### src/rtl/wrst_pkg.sv
package wrst_pkg;
  typedef enum logic [2:0] {
    S_IDLE,
    S_SEARCH,
    S_STALL,
    S_DRIVE,
    S_FLUSH,
    S_HARD,
    S_FIN
  } wrst_state_e;
endpackage

### src/rtl/wrst_sync.sv
module wrst_sync #(
  parameter int W      = 1,
  parameter int STAGES = 2
) (
  input  logic         clk,
  input  logic         rst_n,
  input  logic [W-1:0] d,
  output logic [W-1:0] q
);
  logic [W-1:0] stg [STAGES];

  always_ff @(posedge clk or negedge rst_n) begin
    if (!rst_n) begin
      for (int i = 0; i < STAGES; i++) stg[i] <= '1;
    end else begin
      stg[0] <= d;
      for (int i = 1; i < STAGES; i++) stg[i] <= stg[i-1];
    end
  end

  assign q = stg[STAGES-1];
endmodule

### src/rtl/wrst_step.sv
// Emits one full manual clock period per accepted request:
// HALF cycles high, HALF cycles low, then a one-cycle fin pulse.
module wrst_step #(
  parameter int HALF = 2
) (
  input  logic clk,
  input  logic rst_n,
  input  logic go,
  output logic sclk,
  output logic busy,
  output logic fin
);
  localparam int HW = $clog2(HALF + 1);
  localparam logic [HW-1:0] LAST = HW'(HALF - 1);

  logic [HW-1:0] cnt;

  always_ff @(posedge clk or negedge rst_n) begin
    if (!rst_n) begin
      sclk <= 1'b0;
      busy <= 1'b0;
      fin  <= 1'b0;
      cnt  <= '0;
    end else begin
      fin <= 1'b0;
      if (!busy) begin
        if (go) begin
          busy <= 1'b1;
          sclk <= 1'b1;
          cnt  <= '0;
        end
      end else if (cnt == LAST) begin
        cnt <= '0;
        if (sclk) begin
          sclk <= 1'b0;
        end else begin
          busy <= 1'b0;
          fin  <= 1'b1;
        end
      end else begin
        cnt <= cnt + 1'b1;
      end
    end
  end
endmodule

### src/rtl/wrst_cnt.sv
module wrst_cnt #(
  parameter int W = 8
) (
  input  logic         clk,
  input  logic         rst_n,
  input  logic         clr,
  input  logic         inc,
  output logic [W-1:0] q
);
  always_ff @(posedge clk or negedge rst_n) begin
    if (!rst_n)   q <= '0;
    else if (clr) q <= '0;
    else if (inc) q <= q + 1'b1;
  end
endmodule

### src/rtl/wrst_seq.sv
module wrst_seq
  import wrst_pkg::*;
#(
  parameter int DW       = 8,
  parameter int HALF     = 2,
  parameter int SYNC     = 2,
  parameter int TIMEOUT  = 256,
  parameter int FLUSH    = 3,
  parameter int HARD_CYC = 8
) (
  input  logic          clk,
  input  logic          rst_n,
  input  logic          start_i,
  output logic          done_o,
  output logic          path_o,
  output logic          free_clk_en_o,
  output logic          cpu_clk_o,
  input  logic          rd_n_i,
  input  logic          iorq_n_i,
  input  logic          mreq_n_i,
  input  logic [DW-1:0] data_i,
  output logic          iorq_force_o,
  output logic          rd_force_o,
  output logic          wr_force_o,
  output logic          data_oe_o,
  output logic [DW-1:0] data_o,
  output logic          hard_reset_o
);
  localparam int SW  = DW + 3;
  localparam int TW  = $clog2(FLUSH + TIMEOUT + 1);
  localparam int HCW = $clog2(HARD_CYC + 1);
  localparam logic [TW-1:0]  SRCH_LAST = TW'(TIMEOUT - 1);
  localparam logic [TW-1:0]  FL_MIN    = TW'(FLUSH - 1);
  localparam logic [TW-1:0]  FL_MAX    = TW'(FLUSH + TIMEOUT - 1);
  localparam logic [HCW-1:0] HR_LAST   = HCW'(HARD_CYC - 1);

  wrst_state_e state_q, state_d;

  // bus strobes and data brought into the system clock domain
  logic [SW-1:0] bus_s;
  logic          rd_s, iorq_s, mreq_s;
  logic [DW-1:0] data_s;

  wrst_sync #(.W(SW), .STAGES(SYNC)) u_sync (
    .clk   (clk),
    .rst_n (rst_n),
    .d     ({rd_n_i, iorq_n_i, mreq_n_i, data_i}),
    .q     (bus_s)
  );
  assign {rd_s, iorq_s, mreq_s, data_s} = bus_s;

  // manual clock stepper
  logic step_go, step_clk, step_busy, step_fin;
  assign step_go = ((state_q == S_SEARCH) || (state_q == S_FLUSH)) && !step_busy && !step_fin;

  wrst_step #(.HALF(HALF)) u_step (
    .clk   (clk),
    .rst_n (rst_n),
    .go    (step_go),
    .sclk  (step_clk),
    .busy  (step_busy),
    .fin   (step_fin)
  );

  // step counters and hard reset pulse counter
  logic [TW-1:0]  srch_q, fls_q;
  logic [HCW-1:0] hr_q;

  wrst_cnt #(.W(TW)) u_srch_cnt (
    .clk   (clk),
    .rst_n (rst_n),
    .clr   (state_q != S_SEARCH),
    .inc   (step_fin),
    .q     (srch_q)
  );

  wrst_cnt #(.W(TW)) u_fls_cnt (
    .clk   (clk),
    .rst_n (rst_n),
    .clr   (state_q != S_FLUSH),
    .inc   (step_fin),
    .q     (fls_q)
  );

  wrst_cnt #(.W(HCW)) u_hr_cnt (
    .clk   (clk),
    .rst_n (rst_n),
    .clr   (state_q != S_HARD),
    .inc   (1'b1),
    .q     (hr_q)
  );

  // captured byte for write-back
  logic [DW-1:0] cap_q;
  always_ff @(posedge clk or negedge rst_n) begin
    if (!rst_n)                  cap_q <= '0;
    else if (state_q == S_STALL) cap_q <= data_s;
  end

  always_comb begin
    state_d = state_q;
    unique case (state_q)
      S_IDLE:   if (start_i) state_d = S_SEARCH;
      S_SEARCH: if (step_fin) begin
                  if (!rd_s && iorq_s)        state_d = S_STALL;
                  else if (srch_q == SRCH_LAST) state_d = S_HARD;
                end
      S_STALL:  state_d = S_DRIVE;
      S_DRIVE:  state_d = S_FLUSH;
      S_FLUSH:  if (step_fin) begin
                  if ((fls_q >= FL_MIN) && mreq_s) state_d = S_FIN;
                  else if (fls_q >= FL_MAX)        state_d = S_HARD;
                end
      S_HARD:   if (hr_q == HR_LAST) state_d = S_FIN;
      S_FIN:    state_d = S_IDLE;
      default:  state_d = S_IDLE;
    endcase
  end

  always_ff @(posedge clk or negedge rst_n) begin
    if (!rst_n) state_q <= S_IDLE;
    else        state_q <= state_d;
  end

  logic path_q;
  always_ff @(posedge clk or negedge rst_n) begin
    if (!rst_n)                              path_q <= 1'b0;
    else if ((state_q == S_IDLE) && start_i) path_q <= 1'b0;
    else if (state_q == S_HARD)              path_q <= 1'b1;
  end

  logic wb_win;
  assign wb_win = (state_q == S_DRIVE) || (state_q == S_FLUSH);

  assign free_clk_en_o = (state_q == S_IDLE) || (state_q == S_HARD);
  assign cpu_clk_o     = step_clk;
  assign iorq_force_o  = wb_win || (state_q == S_STALL);
  assign rd_force_o    = wb_win;
  assign wr_force_o    = wb_win;
  assign data_oe_o     = wb_win;
  assign data_o        = cap_q;
  assign hard_reset_o  = (state_q == S_HARD);
  assign done_o        = (state_q == S_FIN);
  assign path_o        = path_q;
endmodule

### config.mk
export PLATFORM = sky130hd
export DESIGN_NAME = wrst_seq
export DESIGN_NICKNAME = d
export VERILOG_FILES = /design/src/rtl/wrst_pkg.sv /design/src/rtl/wrst_sync.sv /design/src/rtl/wrst_step.sv /design/src/rtl/wrst_cnt.sv /design/src/rtl/wrst_seq.sv
export SDC_FILE = /design/constraint.sdc
export NUM_CORES = 1
export LEC_CHECK = 0
export BUFFER_PORTS_ARGS = -buffer_cell sky130_fd_sc_hd__buf_2
export CORE_ASPECT_RATIO = 2
export CORE_MARGIN = 1.5
export CORE_UTILIZATION = 45
export CTS_CLUSTER_DIAMETER = 40
export CTS_CLUSTER_SIZE = 14
export DETAILED_ROUTE_END_ITERATION = 8
export MAX_ROUTING_LAYER = met4
export PLACE_DENSITY = 0.61
export SYNTH_ARGS = -nofsm -noshare
export SYNTH_HDL_FRONTEND = slang
export SYNTH_SLANG_ARGS = --single-unit
### constraint.sdc
create_clock -name clk -period 1.8 [get_ports clk]
set_input_delay 0.36 -clock clk [delete_from_list [all_inputs] [get_ports clk]]
set_output_delay 0.36 -clock clk [all_outputs]
set_load 0.02 [all_outputs]
# After elaboration in Yosys (flattened, before gate mapping)
# Index checks and enable logic that the tools add are counted.
# W data, S select, Z words.
[op_classes]
addsub = 4
order_cmp = 2
n_eq_ne = 19
n_mux = 29
reduce_logical = 19
[ops]
columns = ["cell", "count"]
rows = [
  ["$mux W9", 4],
  ["$mux W3", 8],
  ["$add A9 B1 Y9 const B", 2],
  ["$pmux W3 S6", 1],
  ["$mux W1", 12],
  ["$eq A3 B3 Y1 const B", 3],
  ["$eq A9 B8 Y1 const B", 1],
  ["$ge A9 B2 Y1 const B", 1],
  ["$ge A9 B9 Y1 const B", 1],
  ["$ne A3 B1 Y1 const B", 3],
  ["$reduce_bool A2 Y1", 4],
  ["$eq A3 B2 Y1 const B", 2],
  ["$mux W2", 3],
  ["$ne A2 B1 Y1 const B", 3],
  ["$ne A3 B3 Y1 const B", 2],
  ["$reduce_and A6 Y1", 1],
  ["$logic_and A1 B1 Y1", 5],
  ["$add A4 B1 Y4 const B", 1],
  ["$eq A4 B3 Y1 const B", 1],
  ["$logic_or A1 B1 Y1", 4],
  ["$mux W4", 1],
  ["$ne A2 B2 Y1 const B", 2],
  ["$eq A3 B1 Y1 const B", 1],
  ["$logic_not A1 Y1", 3],
  ["other kinds (4)", 4],
]
[word_totals]
reg_bits = 61
out_inout_bits = 17

# Depth between registers and ports, before layout
[logic_depth]
ltp_word = 6
mapped_depth = 7
depth_no_buf = 7

# Hierarchy
# A second synthesis with hierarchy kept.
[unflattened]
cells_unflattened = 223
hier_area_um2 = 2683.8
[by_module_without_submodules]
columns = ["mod", "n_inst", "cells_each", "area_per_inst_um2", "seq_area_each_um2"]
rows = [
  ["wrst_cnt at u_fls_cnt ...", 2, 43, 459.2, 225.2],
  ["wrst_seq", 1, 74, 720.7, 300.3],
  ["wrst_sync", 1, 33, 660.6, 578.1],
  ["wrst_cnt at u_hr_cnt", 1, 16, 192.7, 100.1],
  ["wrst_step", 1, 14, 191.4, 125.1],
]

# Worst setup path before layout
# No wires, ideal clock.
[synth_timing]
kind = "reg-to-output"
startpoint = "reg state_q[0]"
endpoint = "out iorq_force_o"
arrival_ns = 1.627
path_slack_ns = -0.187
stages_incl_launch_ff = 6
path_buffers = 1
path_cell_list = "dfrtp_1 buf_2 nor2_1 nand2_1 o21ai_0 or2_1"
[synth_between]
elab_chain_cells = 3
[synth_rtl]
columns = ["item", "line", "rtl"]
rows = [
  ["from (decl)", "wrst_seq.sv:37", "wrst_state_e state_q, state_d;"],
  ["from (signal assigned)", "wrst_seq.sv:122", "else state_q <= state_d;"],
  ["$eq A3 B2 Y1 or $eq A3 B3 Y1 (tied branches)", "wrst_seq.sv:133", "assign wb_win = (state_q == S_DRIVE) || (state_q == S_FLUSH);"],
  ["$logic_or A1 B1 Y1 (*)", "wrst_seq.sv:133", ""],
  ["net data_oe_o", "wrst_seq.sv:25", "output logic data_oe_o,"],
  ["$logic_or A1 B1 Y1 (*)", "wrst_seq.sv:137", "assign iorq_force_o = wb_win || (state_q == S_STALL);"],
  ["to (decl)", "wrst_seq.sv:22", "output logic iorq_force_o,"],
]
# The timed path passes the listed nets; every way through them passes the cells marked *.

# Worst setup path after layout
[layout_timing]
startpoint = "reg state_q[1]"
endpoint = "out done_o"
[layout_between]
elab_chain_cells = 1
[layout_rtl]
columns = ["item", "line", "rtl"]
rows = [
  ["$eq A3 B3 Y1", "wrst_seq.sv:143", "assign done_o = (state_q == S_FIN);"],
  ["to (decl)", "wrst_seq.sv:14", "output logic done_o,"],
]
# No other way between the ends.

==> results.md <==
- Req. time, crit path: 1.44 ns
- Die X: 55.6 microns
- P_sw: 1.68 mW
- Cell count after synthesis: 205
- Failing checks: negative setup slack
- Cell with the most instances after synthesis: dfrtp_1
- Slew HR: 74.6%
- Final setup margin: -0.0156 ns
- Crit-path max cell delay: 0.48 ns
- Clock Skew: 0.00897 ns
- Distinct cells, synth: 38
- Largest net degree at the start of global routing: 62
- Wirelength, routed: 4.60 mm
- ANT nets after route: 0
- Max Cap Viol: 0
- Worst-path clk slew: 0.07 ns
- Nets@finish: 275
- Initial antenna violation count: 0
- Area occupied by multi-input gates: 913 sq um
- Top_reg_cell synth: dfrtp_1
- Post-Syn Nets: 224
- Post-Syn Area: 2490 sq um
- Combinational power share: 32.5%
- Worst Max-Slew Pin Slew: 0.381 ns
- Global route total overflow: 0
- Final min period: 1.82 ns
- Clock H-tree levels: 3
- Gr usage total: 17.6%
- Status: finished with violations
- Io pins: 31
- Fmax: 0.551 GHz
- CP Capture Type: output port
- Setup TNS: -0.0290 ns
- Antenna diode count: 0
- CP Max Fanout: 7
- First-pass GRT wire length: 7.54 mm
- Async S/R FF share, synth: 100%
- Startpoint Class: flip-flop
- Clk sinks: 61
- DR vias: 1653
- Critical R2R Capture: state_q[2]$_DFFE_PN0P_
- Final cycle utilization of the critical path: 101%
- VDD IR-drop max: 1.22 mV
- Final design utilization: 59.4%
- Slowest CP cell: dfrtp_2
- Starting DRT DRC Count: 37
- Vias in the first global route: 1699
- Initial core utilization: 46.4%
- Cell taking the most area after synthesis: dfrtp_1
- Vias per cell: 5.15
- Reg area: 1560 sq um
- Max Used Layer: met4
- # DRC: 0
- Crit Path Category: reg2out
- RSZ-0062 raised after global routing: yes
- Setup-failing EPs final: 2
- DRT Pass-1 Iters: 4
- Number of port buffers: 30
- Die area: 6020 sq um
- Fill cells: 451
- Seq cells post-synth: 61
- Area growth syn-to-layout: 28.0%
- Reg2Reg Depth: 5
- Clk Latency, worst-skew pair: 0.35 ns
- Register area share after synthesis: 62.3%
- Sw frac: 31.4%
- PwrDens: 1680 nW/um^2
- Max clock buf depth: 2
- Internal power: 3.67 mW
- Commonest cells post-synth: dfrtp_1, nor2_1, dfstp_2
- Register-to-register setup slack: 0.08 ns
- Worst r2r src: state_q[2]$_DFFE_PN0P_
- Slew Viols, Final: 0
- Seq pwr share: 34.4%
- Detailed Place HPWL: 3.16 mm
- Post-synth EDFFs: 0
- Met2 Routed Length: 2.53 mm
- Crit-path cells: dlymetal6s2s_1, nor3b_2, buf_2
- Yosys warnings: 0
- Clock Tree Root: clkbuf_8
- CTS tree: yes
- Routed length on met1: 1.75 mm
- Pleak: 1.47 nW
- Chip height: 108 microns
- Core area: 5370 sq um
- Min-Delay Path Class: in2async
- Layout cell share with drive strength beyond 1: 40.6%
- Rows: 38
- Area contributors post-synth: dfrtp_1, dfstp_2, nor2_1
- Synth top area share: 39.1%
- CTS Hold Bufs: 0
- Routed len/inst: 14.3 microns
- Syn avg cell area: 12.2 sq um
- Final GP Congestion: 0.851
- Met3 WL post-DR: 153 microns
- Clock network power share: 33.1%
- Final hold vios: 0
- Total CTS buffers: 9
- Worst EP arrival: 1.46 ns
-- sequential cells by signal, indices dropped and copies added (netlist names) --
signal        flops
u_step.fin        1
state_q           3
u_step.sclk       1
u_fls_cnt.q       9
u_step.cnt        2
u_sync.stg       11
u_hr_cnt.q        4
u_step.busy       1
path_o            1
u_sync.q         11
u_srch_cnt.q      9
data_o            8
-- repair_timing --
| action | in CTS | in global routing |
|---|---|---|
| gates cloned | 0 | 0 |
| gates resized for setup | 10 | 7 |
| setup buffers | 4 | 2 |
| setup endpoints to repair | 6 | 6 |
| pin swaps | 1 | 2 |
-- worst max-delay path by stage --
stage                           start                      to  slack, ns  cells after the start
5_1_grt        state_q[0]$_DFFE_PN0P_            iorq_force_o      -0.08                      4
4_1_cts        state_q[0]$_DFFE_PN0P_            iorq_force_o      -0.02                      4
2_1_floorplan  state_q[0]$_DFFE_PN0P_            iorq_force_o       0.03                      5
3_5_place_dp   state_q[0]$_DFFE_PN0P_  state_q[2]$_DFFE_PN0P_       0.12                      4
3_3_place_gp   state_q[0]$_DFFE_PN0P_  state_q[2]$_DFFE_PN0P_       0.16                      4
6_report       state_q[1]$_DFFE_PN0P_                  done_o      -0.02                      3
-- metal layers --
metal	vias up	GRT usage (%)
met3	13	5.74
met1	811	17.4
li1	799	-
met4	0	12.2
met2	30	28.7
met5	-	-
-- cell families after synthesis --
| logic type | share of synthesized area [%] |
|---|---|
| simple gates | 15.6 |
| buf+inv | 2.96 |
| mux | 4.82 |
| compound gates | 6.87 |
| flops | 62.3 |
| fa+ha+maj | 2.51 |
| xor+xnor | 4.92 |
-- power groups by stage --
| stage | logic [mW] | registers [mW] | clock network [mW] |
|---|---|---|---|
| floorplan | 0.949 | 1.91 | 0 |
| detailed placement | 1.49 | 1.88 | 0 |
| global placement | 1.47 | 1.87 | 0 |
| global route | 1.88 | 1.88 | 1.86 |
| CTS | 1.67 | 1.84 | 1.81 |
| finish | 1.74 | 1.84 | 1.77 |
-- critical path: cells and delay by family, from the launching register on --
kind	cells	cell delay (ns)
DFF	1	0.48
buffers and inverters	2	0.41
and+or+nand+nor	1	0.21
-- per-stage QoR --
step	area (sq um)	setup WS [ns]	total power, mW	cells	hold WS [ns]
finish	3190	-0.0156	5.35	321	0.00652
global route	3190	-0.0789	5.62	321	0.0280
CTS	3140	-0.0199	5.32	319	0.0139
detailed placement	2770	0.122	3.36	299	0.347
global placement	2770	0.158	3.34	299	0.346
floorplan	2500	0.0319	2.86	205	0.0644
-- placed cells by master, fill, tap and decap left out, types with 3 or more instances in the layout --
cell       netlist  final
dfrtp_1         39     36
buf_2            5     28
nor2_1          28     26
dfstp_2         22     22
buf_4            2     15
xor2_1          11     11
clkbuf_8         0     10
nand2_1         11      9
mux2_2           8      8
nand4_1          6      6
inv_1            6      6
a21oi_1          6      6
o21ai_0          7      6
nor2b_1          5      5
ha_1             5      5
bufinv_16        0      5
nor3_1           4      4
or3_1            4      4
nand3_1          3      3
xnor2_1          3      3
and3_1           3      3
mux2i_1          3      3
dfrtp_2          0      3
-- layout make-up --
cell class / instances / area share [%]
Clock inverter: 6 / 4.94
Timing Repair Buffer: 48 / 10.3
Tap cell: 60 / 2.35
Clock buffer: 10 / 4.31
Multi-Input combinational cell: 130 / 28.6
Inverter: 6 / 0.706
Sequential cell: 61 / 48.8
Power figures use the tool's default switching activity.
